### src/rtl/pwr_route_pkg.sv
// Shared routing-mode encodings for the power event router.
package pwr_route_pkg;
    typedef enum logic [1:0] {
        RT_SMI_ONLY = 2'b00,
        RT_SMI_WAKE = 2'b01,
        RT_SCI_SEL  = 2'b10,
        RT_SCI_ALT  = 2'b11
    } route_mode_t;
endpackage

### src/rtl/pwr_evt_bank.sv
// Status bank: a sticky status vector that an enabled event pulse sets
// and a write of 1 clears. A set beats a clear in the same cycle.
// Assumes the event pulses are already synchronous to clk.
module pwr_evt_bank #(
    parameter int W = 4
) (
    input  logic         clk,
    input  logic         rst_n,
    input  logic [W-1:0] evt,
    input  logic [W-1:0] en,
    input  logic         clr_we,
    input  logic [W-1:0] clr_data,
    output logic [W-1:0] sts,
    output logic         pend,
    output logic         newset
);
    logic [W-1:0] set_v;
    logic [W-1:0] clr_v;

    // Set and clear masks for this cycle.
    always_comb begin
        set_v  = evt & en;
        clr_v  = clr_we ? clr_data : '0;
        newset = |(set_v & ~sts);
        pend   = |(sts & en);
    end

    // Status register update: clear, then let a set override it.
    always_ff @(posedge clk) begin
        if (!rst_n) sts <= '0;
        else        sts <= (sts & ~clr_v) | set_v;
    end

    assert_set_needs_en_R2: assert property (@(posedge clk) disable iff (!rst_n)
        ((sts & ~$past(sts)) & ~$past(evt & en)) == '0);

    assert_w1c_R3: assert property (@(posedge clk) disable iff (!rst_n)
        $past(clr_we) |-> ((sts & $past(clr_data & ~(evt & en))) == '0));
endmodule

### src/rtl/pwr_wake_gate.sv
// Wake gate: turns new ACPI-style status sets and power-button wakes into
// a one-cycle wake request, holding off ACPI-style wakes after an override.
// Assumes pb_override and pb_wake are single-cycle pulses.
module pwr_wake_gate (
    input  logic clk,
    input  logic rst_n,
    input  logic acp_newset,
    input  logic pb_override,
    input  logic pb_wake,
    output logic wake_req
);
    logic lock_q;

    // Lockout flag: a button wake releases it, an override sets it.
    always_ff @(posedge clk) begin
        if (!rst_n)           lock_q <= 1'b0;
        else if (pb_wake)     lock_q <= 1'b0;
        else if (pb_override) lock_q <= 1'b1;
    end

    // Wake pulse register.
    always_ff @(posedge clk) begin
        if (!rst_n) wake_req <= 1'b0;
        else        wake_req <= pb_wake | (acp_newset & ~lock_q);
    end

    assert_wake_source_R7: assert property (@(posedge clk) disable iff (!rst_n)
        wake_req |-> ($past(pb_wake) || $past(acp_newset)));

    assert_lockout_R9: assert property (@(posedge clk) disable iff (!rst_n)
        (wake_req && !$past(pb_wake)) |-> !$past(lock_q));
endmodule

### src/rtl/pwr_out_route.sv
// Output steering: maps the pending levels of both groups onto the
// active-low SMI and PME lines according to the routing mode.
module pwr_out_route
    import pwr_route_pkg::*;
(
    input  logic [1:0] mode,
    input  logic       leg_pend,
    input  logic       acp_pend,
    output logic       smi_n,
    output logic       pme_n
);
    route_mode_t md;

    // Combinational steering of the pending levels.
    always_comb begin
        md    = route_mode_t'(mode);
        smi_n = ~(leg_pend | (acp_pend && md == RT_SMI_WAKE));
        pme_n = ~(acp_pend && (md == RT_SCI_SEL || md == RT_SCI_ALT));
    end
endmodule

### src/rtl/pwr_event_router.sv
// Top: two status banks (legacy and ACPI-style), the output steering and
// the wake gate. Only the ACPI-style bank reaches the wake gate.
module pwr_event_router
    import pwr_route_pkg::*;
#(
    parameter int LEG_W = 4,
    parameter int ACP_W = 6
) (
    input  logic             clk,
    input  logic             rst_n,
    input  logic [1:0]       mode,
    input  logic [LEG_W-1:0] leg_evt,
    input  logic [LEG_W-1:0] leg_en,
    input  logic             leg_clr_we,
    input  logic [LEG_W-1:0] leg_clr_data,
    input  logic [ACP_W-1:0] acp_evt,
    input  logic [ACP_W-1:0] acp_en,
    input  logic             acp_clr_we,
    input  logic [ACP_W-1:0] acp_clr_data,
    input  logic             pb_override,
    input  logic             pb_wake,
    output logic [LEG_W-1:0] leg_sts,
    output logic [ACP_W-1:0] acp_sts,
    output logic             smi_n,
    output logic             pme_n,
    output logic             wake_req
);
    logic leg_pend, leg_newset;
    logic acp_pend, acp_newset;

    pwr_evt_bank #(.W(LEG_W)) u_leg (
        .clk(clk), .rst_n(rst_n), .evt(leg_evt), .en(leg_en),
        .clr_we(leg_clr_we), .clr_data(leg_clr_data),
        .sts(leg_sts), .pend(leg_pend), .newset(leg_newset)
    );

    pwr_evt_bank #(.W(ACP_W)) u_acp (
        .clk(clk), .rst_n(rst_n), .evt(acp_evt), .en(acp_en),
        .clr_we(acp_clr_we), .clr_data(acp_clr_data),
        .sts(acp_sts), .pend(acp_pend), .newset(acp_newset)
    );

    pwr_out_route u_route (
        .mode(mode), .leg_pend(leg_pend), .acp_pend(acp_pend),
        .smi_n(smi_n), .pme_n(pme_n)
    );

    pwr_wake_gate u_wake (
        .clk(clk), .rst_n(rst_n), .acp_newset(acp_newset),
        .pb_override(pb_override), .pb_wake(pb_wake), .wake_req(wake_req)
    );

    assert_smi_only_R4: assert property (@(posedge clk) disable iff (!rst_n)
        (route_mode_t'(mode) == RT_SMI_ONLY && !leg_pend) |-> smi_n);

    assert_pme_route_R6: assert property (@(posedge clk) disable iff (!rst_n)
        !pme_n |-> (mode[1] && acp_pend));

    assert_smi_wake_R5: assert property (@(posedge clk) disable iff (!rst_n)
        (route_mode_t'(mode) == RT_SMI_WAKE) |-> pme_n);
endmodule

### config.mk
export PLATFORM = sky130hd
export DESIGN_NAME = pwr_event_router
export DESIGN_NICKNAME = d
export VERILOG_FILES = /design/src/rtl/pwr_route_pkg.sv /design/src/rtl/pwr_evt_bank.sv /design/src/rtl/pwr_wake_gate.sv /design/src/rtl/pwr_out_route.sv /design/src/rtl/pwr_event_router.sv
export SDC_FILE = /design/constraint.sdc
export NUM_CORES = 1
export LEC_CHECK = 0
export BUFFER_PORTS_ARGS = -buffer_cell sky130_fd_sc_hd__buf_2
export CELL_PAD_IN_SITES_DETAIL_PLACEMENT = 0
export CELL_PAD_IN_SITES_GLOBAL_PLACEMENT = 1
export CORE_MARGIN = 3
export CORE_UTILIZATION = 26
export CTS_CLUSTER_SIZE = 8
export DETAILED_ROUTE_END_ITERATION = 10
export HOLD_SLACK_MARGIN = 0.1
export PLACE_DENSITY_LB_ADDON = 0.1
export SLEW_MARGIN = 20
export SYNTH_ARGS = -nofsm -noshare
export SYNTH_HDL_FRONTEND = slang
export SYNTH_HIERARCHICAL = 1
export SYNTH_SLANG_ARGS = --single-unit
### constraint.sdc
create_clock -name clk -period 4.4 [get_ports clk]
set_clock_uncertainty 0.2 [all_clocks]
set_input_delay 1.32 -clock clk [delete_from_list [all_inputs] [get_ports clk]]
set_output_delay 1.32 -clock clk [all_outputs]
set_load 0.02 [all_outputs]
==> results of run 1 <==
[routing by layer]
layer	up-vias	global-route usage	share of wire
li1	342	-	-
met1	283	0.128	0.41
met2	34	0.200	0.46
met3	2	0.0370	0.12
met4	0	0.0511	0.0083
met5	-	0	0
[flip-flops by register name (all words and copies together) (netlist names)]
name	flops
u_leg/sts	4
u_wake/wake_req	1
u_acp/sts	6
u_wake/lock_q	1
[critical path: stages]
cell and delay [ps]:
buf_2 100, a22oi_1 210, nand3_1 130, a31oi_1 150
buf_2 180
[layout make-up]
type | instances | area [um2]
Inverter | 1 | 3.75
Clock buffer | 4 | 36.3
Tap cell | 27 | 33.8
Fill cell | 219 | 1130
Sequential cell | 12 | 240
Timing Repair Buffer | 50 | 250
Multi-Input combinational cell | 53 | 324
[stage by stage]
step / utilization / total power, W / cell area, um2 / hold slack, ps
global placement: 0.421 / 0.000185 / 852 / 285
detailed placement: 0.421 / 0.000186 / 852 / 293
floorplan: - / 0.000154 / 568 / 304
CTS: 0.439 / 0.000275 / 888 / 307
finish: 0.439 / 0.000268 / 888 / 302
global route: 0.439 / 0.000285 / 888 / 327
[worst max path at each step]
stage | depth (start not counted) | from | endpoint | slack, ps
global route | 5 | acp_en[4] | smi_n | 680
detailed placement | 5 | acp_en[4] | smi_n | 770
finish | 5 | acp_en[4] | smi_n | 790
floorplan | 3 | acp_en[1] | smi_n | 920
global placement | 5 | acp_en[4] | smi_n | 780
CTS | 5 | acp_en[4] | smi_n | 770
[power groups by stage]
stage,Clock [W],Sequential [W],Combinational (W)
after floorplan,0,0.000131,0.0000232
after global placement,0,0.000123,0.0000621
after detailed placement,0,0.000123,0.0000627
after CTS,0.0000908,0.000121,0.0000630
after global routing,0.0000944,0.000122,0.0000685
final,0.0000859,0.000121,0.0000616
==> flow_summary.toml, run 1 <==
[status]
outcome = "finished clean"

[sta]
final_max_slew_viol_count = 0
setup_slack_ps = 787
hold_viol_final = 0
min_period_over_period = 0.821
setup_tns_ps = 0
rsz0062_at_grt = "false"
fin_crit_ps = 3610
max_slew_margin = 0.868
setup_viol = 0
timing.fmax_ghz = 0.277
worst_pin_slew_ps = 198

[routing]
first_iter_violations = 7
vias = 661
final_antenna_net_count = 0
dr.pass1.iters = 2
drc = 0
routed_wl_mm = 1.57
vias_per_cell = 4.50
post_drt_wl_per_cell_um = 10.7

[setup_path]
crit_path_max_fanout = 2
crit_type = "input port to output pin"
r2r-start = "u_acp/sts[3]"
rrSetupSlack_ps = 2940
r2r-end = "u_wake/wake_req"
worstSetupEndpointType = "output pin"
required_ps = 2880
reg2reg_depth = 4
worst_setup_path_start_kind = "input port"
arrival_ps = 2090

[global_routing]
grt_pass1_wl_mm = 2.41
gr-total-overflow = 0
grt_pass1_vias = 626
track_usage = 0.116
grt_max_degree = 13
antenna_found_initial = 0

[power]
seqPwrFrac = 0.450
powerDensity_mw_per_mm2 = 302
irDropWorstVdd_v = 0.000144
clkPwrFrac = 0.321
p_sw_w = 0.0000724
swShare = 0.270
p_int_w = 0.000196
pwr-share-comb = 0.230
power_leakage_nw = 0.454

[yosys]
avgSynthCellArea_um2 = 8.61
synth_area_um2 = 568
synth_warnings = 6
syn_nets = 104
syn_inst = 66

[clocking]
numCtsBuffers = 3
ctsHoldBuffers = 0
cts_max_level = 1
post_cts_buffers = 0
cts.path.max_buffers = 2
cts_root_buf = "clkbuf_4"
clock_sinks = 12
cts_tree = "yes"
insertion_delay_ps = 260
clk_pin_slew_ps = 80
ctsResizeCount = 0

[die]
start_util = 0.281
die-area_mm2 = 0.00278
pin_count = 51
die_w_um = 52.7
die_y_um = 52.7
row_count = 16
core_area_mm2 = 0.00202

[worst_hold_path]
min_path_type = "flip-flop to flip-flop"
worstHoldStart = "u_acp/sts[4]"
min_to = "u_acp/sts[4]"
holdPathStages = 2

[place]
port-buffer-count = 50
dp_slack_ps = 767
placed_cells = 143
gp_congestion = 0.686
dp_hpwl_mm = 1.35

[run]
drv_cap = 0

[cells_and_area]
drive_gt1_frac = 0.492
final_cell_mix = "buf_2 (50), nand2_1 (24), dfxtp_1 (12), a21boi_0 (6), a22oi_1 (5)"
antenna_cells = 0
layout.nets = 159
final_common_cell = "buf_2"
syn_to_final_growth_pct = 56.4
stdcell_count = 147
Note: power is estimated with default switching activity, not from simulation.
==> run 2: changes to the inputs <==
--- a/config.mk
+++ b/config.mk
@@ -5,11 +5,12 @@
 export SDC_FILE = /design/constraint.sdc
 export NUM_CORES = 1
 export LEC_CHECK = 0
+export ABC_AREA = 1
 export BUFFER_PORTS_ARGS = -buffer_cell sky130_fd_sc_hd__buf_2
 export CELL_PAD_IN_SITES_DETAIL_PLACEMENT = 0
 export CELL_PAD_IN_SITES_GLOBAL_PLACEMENT = 1
 export CORE_MARGIN = 3
-export CORE_UTILIZATION = 26
+export CORE_UTILIZATION = 20
 export CTS_CLUSTER_SIZE = 8
 export DETAILED_ROUTE_END_ITERATION = 10
 export HOLD_SLACK_MARGIN = 0.1
==> constraint.sdc (replaced) <==
create_clock -name clk -period 3 [get_ports clk]
set_clock_uncertainty 0.2 [all_clocks]
set_input_delay 0.9 -clock clk [delete_from_list [all_inputs] [get_ports clk]]
set_output_delay 0.9 -clock clk [all_outputs]
set_load 0.02 [all_outputs]
==> run 2 against run 1 <==
First-iteration DRC count rose by 140%. Critical path depth rose by 4. Final cell count rose by 17%. Via count rose by 5.1%. Utilization fell by 10 points. Final area fell by 1.1%. Hold slack got worse by 26 ps. Global-route usage fell by 2.0 points. Worst setup slack got worse by 550 ps. Total power rose by 37%. Register-to-register slack got worse by 1000 ps. Wire length rose by 8.8%. Largest cell class unchanged.
==> flow_summary.toml, run 2 <==
[setup_path]
worstPathBufferInverterCount = 2
crit_path_max_fanout = 2
path_common_cell = "nand2_1"
arrival_ps = 1670
crit_family = "simple AND/OR/NAND/NOR gates"
slowest_delay_ps = 160
worst_setup_path_start_kind = "input port"
cpMaxStageDelayCell = "buf_2"
crit_chain = "buf_2 -> nand2_1 -> nand2_1 -> a21oi_1 -> nand2_1 -> nand2_1 -> nor2_1 -> nor2_1 -> buf_2"
required_ps = 1900
crit_type = "input port to output pin"
worstSetupEndpointType = "output pin"

[power]
irDropWorstVdd_v = 0.000239
power_leakage_nw = 0.487
pwr-share-comb = 0.251
powerDensity_mw_per_mm2 = 417
p_int_w = 0.000256
swShare = 0.301
power_w = 0.000366
seqPwrFrac = 0.482
p_sw_w = 0.000110
clkPwrFrac = 0.267

[cells_and_area]
num-fill-cells = 308
top_regs = "u_acp/sts x6, u_leg/sts x4"
antenna_cells = 0
fin_util = 0.339
stdcell_count = 172
final_area_um2 = 878
final_common_cell = "buf_2"
largest_reg_flops = 6
final_cell_mix = "buf_2 (50), nand2_1 (43), dfxtp_1 (12), nor2_1 (11), a21oi_1 (11)"
top_register = "u_acp/sts"
drive_gt1_frac = 0.408
syn_to_final_growth_pct = 54.6
layout.nets = 182

[sta]
final_max_slew_viol_count = 0
hold_viol_final = 0
fin_crit_ps = 2770
max_slew_margin = 0.844
setup_viol = 0
min_period_over_period = 0.922
worst_pin_slew_ps = 234
setup_tns_ps = 0
rsz0062_at_grt = "false"
timing.fmax_ghz = 0.362

[clocking]
numCtsBuffers = 3
ctsHoldBuffers = 0
cts.path.max_buffers = 2
cts_max_level = 1
clk_pin_slew_ps = 70
clock_sinks = 12
insertion_delay_ps = 260
post_cts_buffers = 0
cts_tree = "yes"
ctsResizeCount = 0
cts_root_buf = "clkbuf_4"

[place]
dpl_cell_area_um2 = 856
port-buffer-count = 50
gp_congestion = 0.701
dp_hpwl_mm = 1.47
placed_cells = 169

[status]
outcome = "finished clean"

[routing]
post_drt_wl_per_cell_um = 9.94
dr.pass1.iters = 4
drc = 0
vias_per_cell = 4.04
vias = 695
final_antenna_net_count = 0
routed_wl_mm = 1.71
first_iter_violations = 17

[global_routing]
gr-total-overflow = 0
antenna_found_initial = 0
grt_max_degree = 7
grt_pass1_vias = 670
track_usage = 0.0965
grt_pass1_wl_mm = 2.57

[die]
pin_count = 51
start_util = 0.219
die_y_um = 59.3
die_w_um = 59.3
row_count = 18
core_area_mm2 = 0.00259
die-area_mm2 = 0.00352

[yosys]
avgSynthCellArea_um2 = 6.38
synth_area_um2 = 568
syn_inst = 89
syn_nets = 127
synth_warnings = 6

[worst_hold_path]
min_path_type = "flip-flop to flip-flop"

[run]
drv_cap = 0
run 2: per-layer routing:
layer	GRT usage	part of all wire	up-vias
met4	0.0194	0.0076	0
met3	0.0414	0.082	2
met5	0	0	-
met1	0.121	0.46	287
met2	0.154	0.45	21
li1	-	-	385
run 2: path summary, 6_finish.rpt:
path                                   start               to  slack, ps  cells after the start
worst max-delay path               acp_en[4]            smi_n        230                      9
worst max register to register  u_acp/sts[3]  u_wake/wake_req       1910                      5
worst min-delay path            u_leg/sts[1]     u_leg/sts[1]        280                      2
worst min register to register  u_leg/sts[1]     u_leg/sts[1]        280                      2
run 2: layout make-up:
cell class | instances | area (um2) | area share
Sequential cell | 12 | 240 | 0.274
Timing Repair Buffer | 50 | 250 | 0.285
Multi-Input combinational cell | 72 | 309 | 0.352
Tap cell | 30 | 37.5 | 0.0427
Clock buffer | 3 | 22.5 | 0.0256
Inverter | 5 | 18.8 | 0.0214
run 2: per-stage QoR:
step / setup slack [ps] / hold slack (ps)
after CTS: 229 / 279
after detailed placement: 231 / 268
final: 234 / 276
after global placement: 228 / 262
after floorplan: 372 / 268
after global routing: 107 / 297
run 2: worst reg2reg max path, cell delays in order, from the launching register on:
cell and delay, ps:
dfxtp_1 380, nor2_2 60, nor2_1 110, nand3_1 90, nand2_1 90, a21oi_2 50
run 2: power by group through the flow:
stage / Combinational [W] / Sequential [W] / Clock, W
after detailed placement: 0.0000939 / 0.000181 / 0
final: 0.0000921 / 0.000177 / 0.0000977
after global routing: 0.000104 / 0.000178 / 0.000113
after global placement: 0.0000934 / 0.000180 / 0
after floorplan: 0.0000355 / 0.000192 / 0
after CTS: 0.0000942 / 0.000177 / 0.000107
==> run 3: changes to the inputs <==
--- a/config.mk
+++ b/config.mk
@@ -6,7 +6,7 @@
 export NUM_CORES = 1
 export LEC_CHECK = 0
 export ABC_AREA = 1
-export BUFFER_PORTS_ARGS = -buffer_cell sky130_fd_sc_hd__buf_2
+export BUFFER_PORTS_ARGS = -buffer_cell sky130_fd_sc_hd__clkbuf_2
 export CELL_PAD_IN_SITES_DETAIL_PLACEMENT = 0
 export CELL_PAD_IN_SITES_GLOBAL_PLACEMENT = 1
 export CORE_MARGIN = 3
@@ -14,7 +14,7 @@
 export CTS_CLUSTER_SIZE = 8
 export DETAILED_ROUTE_END_ITERATION = 10
 export HOLD_SLACK_MARGIN = 0.1
-export PLACE_DENSITY_LB_ADDON = 0.1
+export PLACE_DENSITY_LB_ADDON = 0.08
 export SLEW_MARGIN = 20
 export SYNTH_ARGS = -nofsm -noshare
 export SYNTH_HDL_FRONTEND = slang
==> run 3 against run 2 <==
Final cell count did not move. Fmax fell by 1.2%. Combinational power rose by 0.4%. Final area did not move. Non-clock buffer count did not move. Flip-flop and latch count did not move. Sequential power barely moved. Total power rose by 0.32%. Sequential share of layout area did not move. Via count rose by 2.0%. Largest power group unchanged.
==> flow_summary.toml, run 3 (synthesis gave the netlist of run 2 again) <==
[power]
clkPwrFrac = 0.266
seqPwrFrac = 0.482
irDropWorstVdd_v = 0.000264
powerDensity_mw_per_mm2 = 419
pwr-share-comb = 0.252
p_sw_w = 0.000111
swShare = 0.303
power_leakage_nw = 0.491
p_int_w = 0.000256

[setup_path]
required_ps = 1900
arrival_ps = 1700
r2r-end = "u_wake/wake_req"
slowest_delay_ps = 170
crit_start = "acp_en[4]"
crit_type = "input port to output pin"
crit_path_max_fanout = 2
crit_chain = "clkbuf_2 -> nand2_1 -> nand2_1 -> a21oi_1 -> nand2_1 -> nand2_1 -> nor2_1 -> nor2_1 -> clkbuf_2"
worst_setup_path_start_kind = "input port"
cpMaxStageDelayCell = "clkbuf_2"
path_common_cell = "nand2_1"
crit_family = "simple AND/OR/NAND/NOR gates"
r2r-start = "u_acp/sts[3]"
rrSetupSlack_ps = 1910
worstPathBufferInverterCount = 2
reg2reg_depth = 5
worstSetupEndpointType = "output pin"

[worst_hold_path]
holdPathStages = 2
min_to = "u_leg/sts[2]"
min_path_type = "flip-flop to flip-flop"
worstHoldStart = "u_leg/sts[2]"

[routing]
vias_per_cell = 4.12
vias = 709
final_antenna_net_count = 0
routed_wl_mm = 1.77
wl_met2_um = 789
met1_length_um = 785
post_drt_wl_per_cell_um = 10.3
top_layer_used = "met4"
first_iter_violations = 27
dr.pass1.iters = 2
wl_met3_um = 167
drc = 0

[cells_and_area]
layout.nets = 182
drive_gt1_frac = 0.408
top_register = "u_acp/sts"
largest_reg_flops = 6
top_regs = "u_acp/sts x6, u_leg/sts x4"
syn_to_final_growth_pct = 54.6
final_common_cell = "clkbuf_2"
final_cell_mix = "clkbuf_2 (50), nand2_1 (43), dfxtp_1 (12), nor2_1 (11), a21oi_1 (11)"
antenna_cells = 0
stdcell_count = 172

[die]
die-area_mm2 = 0.00352
start_util = 0.219
pin_count = 51
core_area_mm2 = 0.00259
row_count = 18
die_w_um = 59.3
die_y_um = 59.3

[global_routing]
grt_pass1_vias = 681
grt_pass1_wl_mm = 2.76
track_usage = 0.105
gr-total-overflow = 0
grt_max_degree = 7
antenna_found_initial = 0

[sta]
final_max_slew_viol_count = 0
hold_viol_final = 0
rsz0062_at_grt = "false"
setup_viol = 0
setup_tns_ps = 0
fin_crit_ps = 2800
timing.fmax_ghz = 0.357
max_slew_margin = 0.842
min_period_over_period = 0.933
worst_pin_slew_ps = 237

[clocking]
cts_tree = "yes"
numCtsBuffers = 3
cts.path.max_buffers = 2
cts_root_buf = "clkbuf_4"
ctsResizeCount = 0
clock_sinks = 12
post_cts_buffers = 0
insertion_delay_ps = 270
cts_max_level = 1
ctsHoldBuffers = 0
clk_pin_slew_ps = 70

[place]
placed_cells = 169
dp_hpwl_mm = 1.53
gp_congestion = 0.729
port-buffer-count = 50

[status]
outcome = "finished clean"

[run]
drv_cap = 0
-- run 3: cell types whose count changed in the layout (fill, tap and decap cells not counted) --
cell and delta:
clkbuf_2 +50, buf_2 -50
-- run 3: cell type report --
| cell class | count | area [um2] |
|---|---|---|
| clock buffers | 3 | 22.5 |
| fillers | 313 | 1710 |
| inverters | 5 | 18.8 |
| multi-input cells | 72 | 309 |
| flip-flops and latches | 12 | 240 |
| well taps | 30 | 37.5 |
| repair buffers | 50 | 250 |
-- run 3: worst max-delay path by stage --
stage            end  slack, ps  cells after the start
5_1_grt        smi_n         70                      9
4_1_cts        smi_n        190                      9
6_report       smi_n        200                      9
3_5_place_dp   smi_n        200                      9
2_1_floorplan  smi_n        370                      7
3_3_place_gp   smi_n        230                      9
-- run 3: routing by layer --
layer | GRT usage | vias up
met4 | 0.0388 | 0
met1 | 0.133 | 293
met2 | 0.161 | 27
met3 | 0.0414 | 4
met5 | 0 | -
li1 | - | 385
-- run 3: worst register-to-register path, stage by stage (launching register included) --
cell,delay (ps)
dfxtp_1,380
nor2_2,60
nor2_1,120
nand3_1,100
nand2_1,90
a21oi_2,50
-- run 3: per-stage QoR --
stage / utilization / hold slack (ps) / power [W] / cell area (um2) / setup slack, ps
2_1_floorplan: - / 268 / 0.000227 / 568 / 372
3_3_place_gp: 0.330 / 265 / 0.000274 / 856 / 227
3_5_place_dp: 0.330 / 268 / 0.000275 / 856 / 203
4_1_cts: 0.339 / 280 / 0.000377 / 878 / 187
5_1_grt: 0.339 / 310 / 0.000394 / 878 / 71.8
6_report: 0.339 / 277 / 0.000368 / 878 / 200
-- run 3: power groups by stage --
stage,sequential [W],clock (W),combinational (W)
finish,0.000177,0.0000979,0.0000925
global placement,0.000181,0,0.0000934
detailed placement,0.000181,0,0.0000940
floorplan,0.000192,0,0.0000355
CTS,0.000177,0.000105,0.0000945
global route,0.000179,0.000111,0.000104
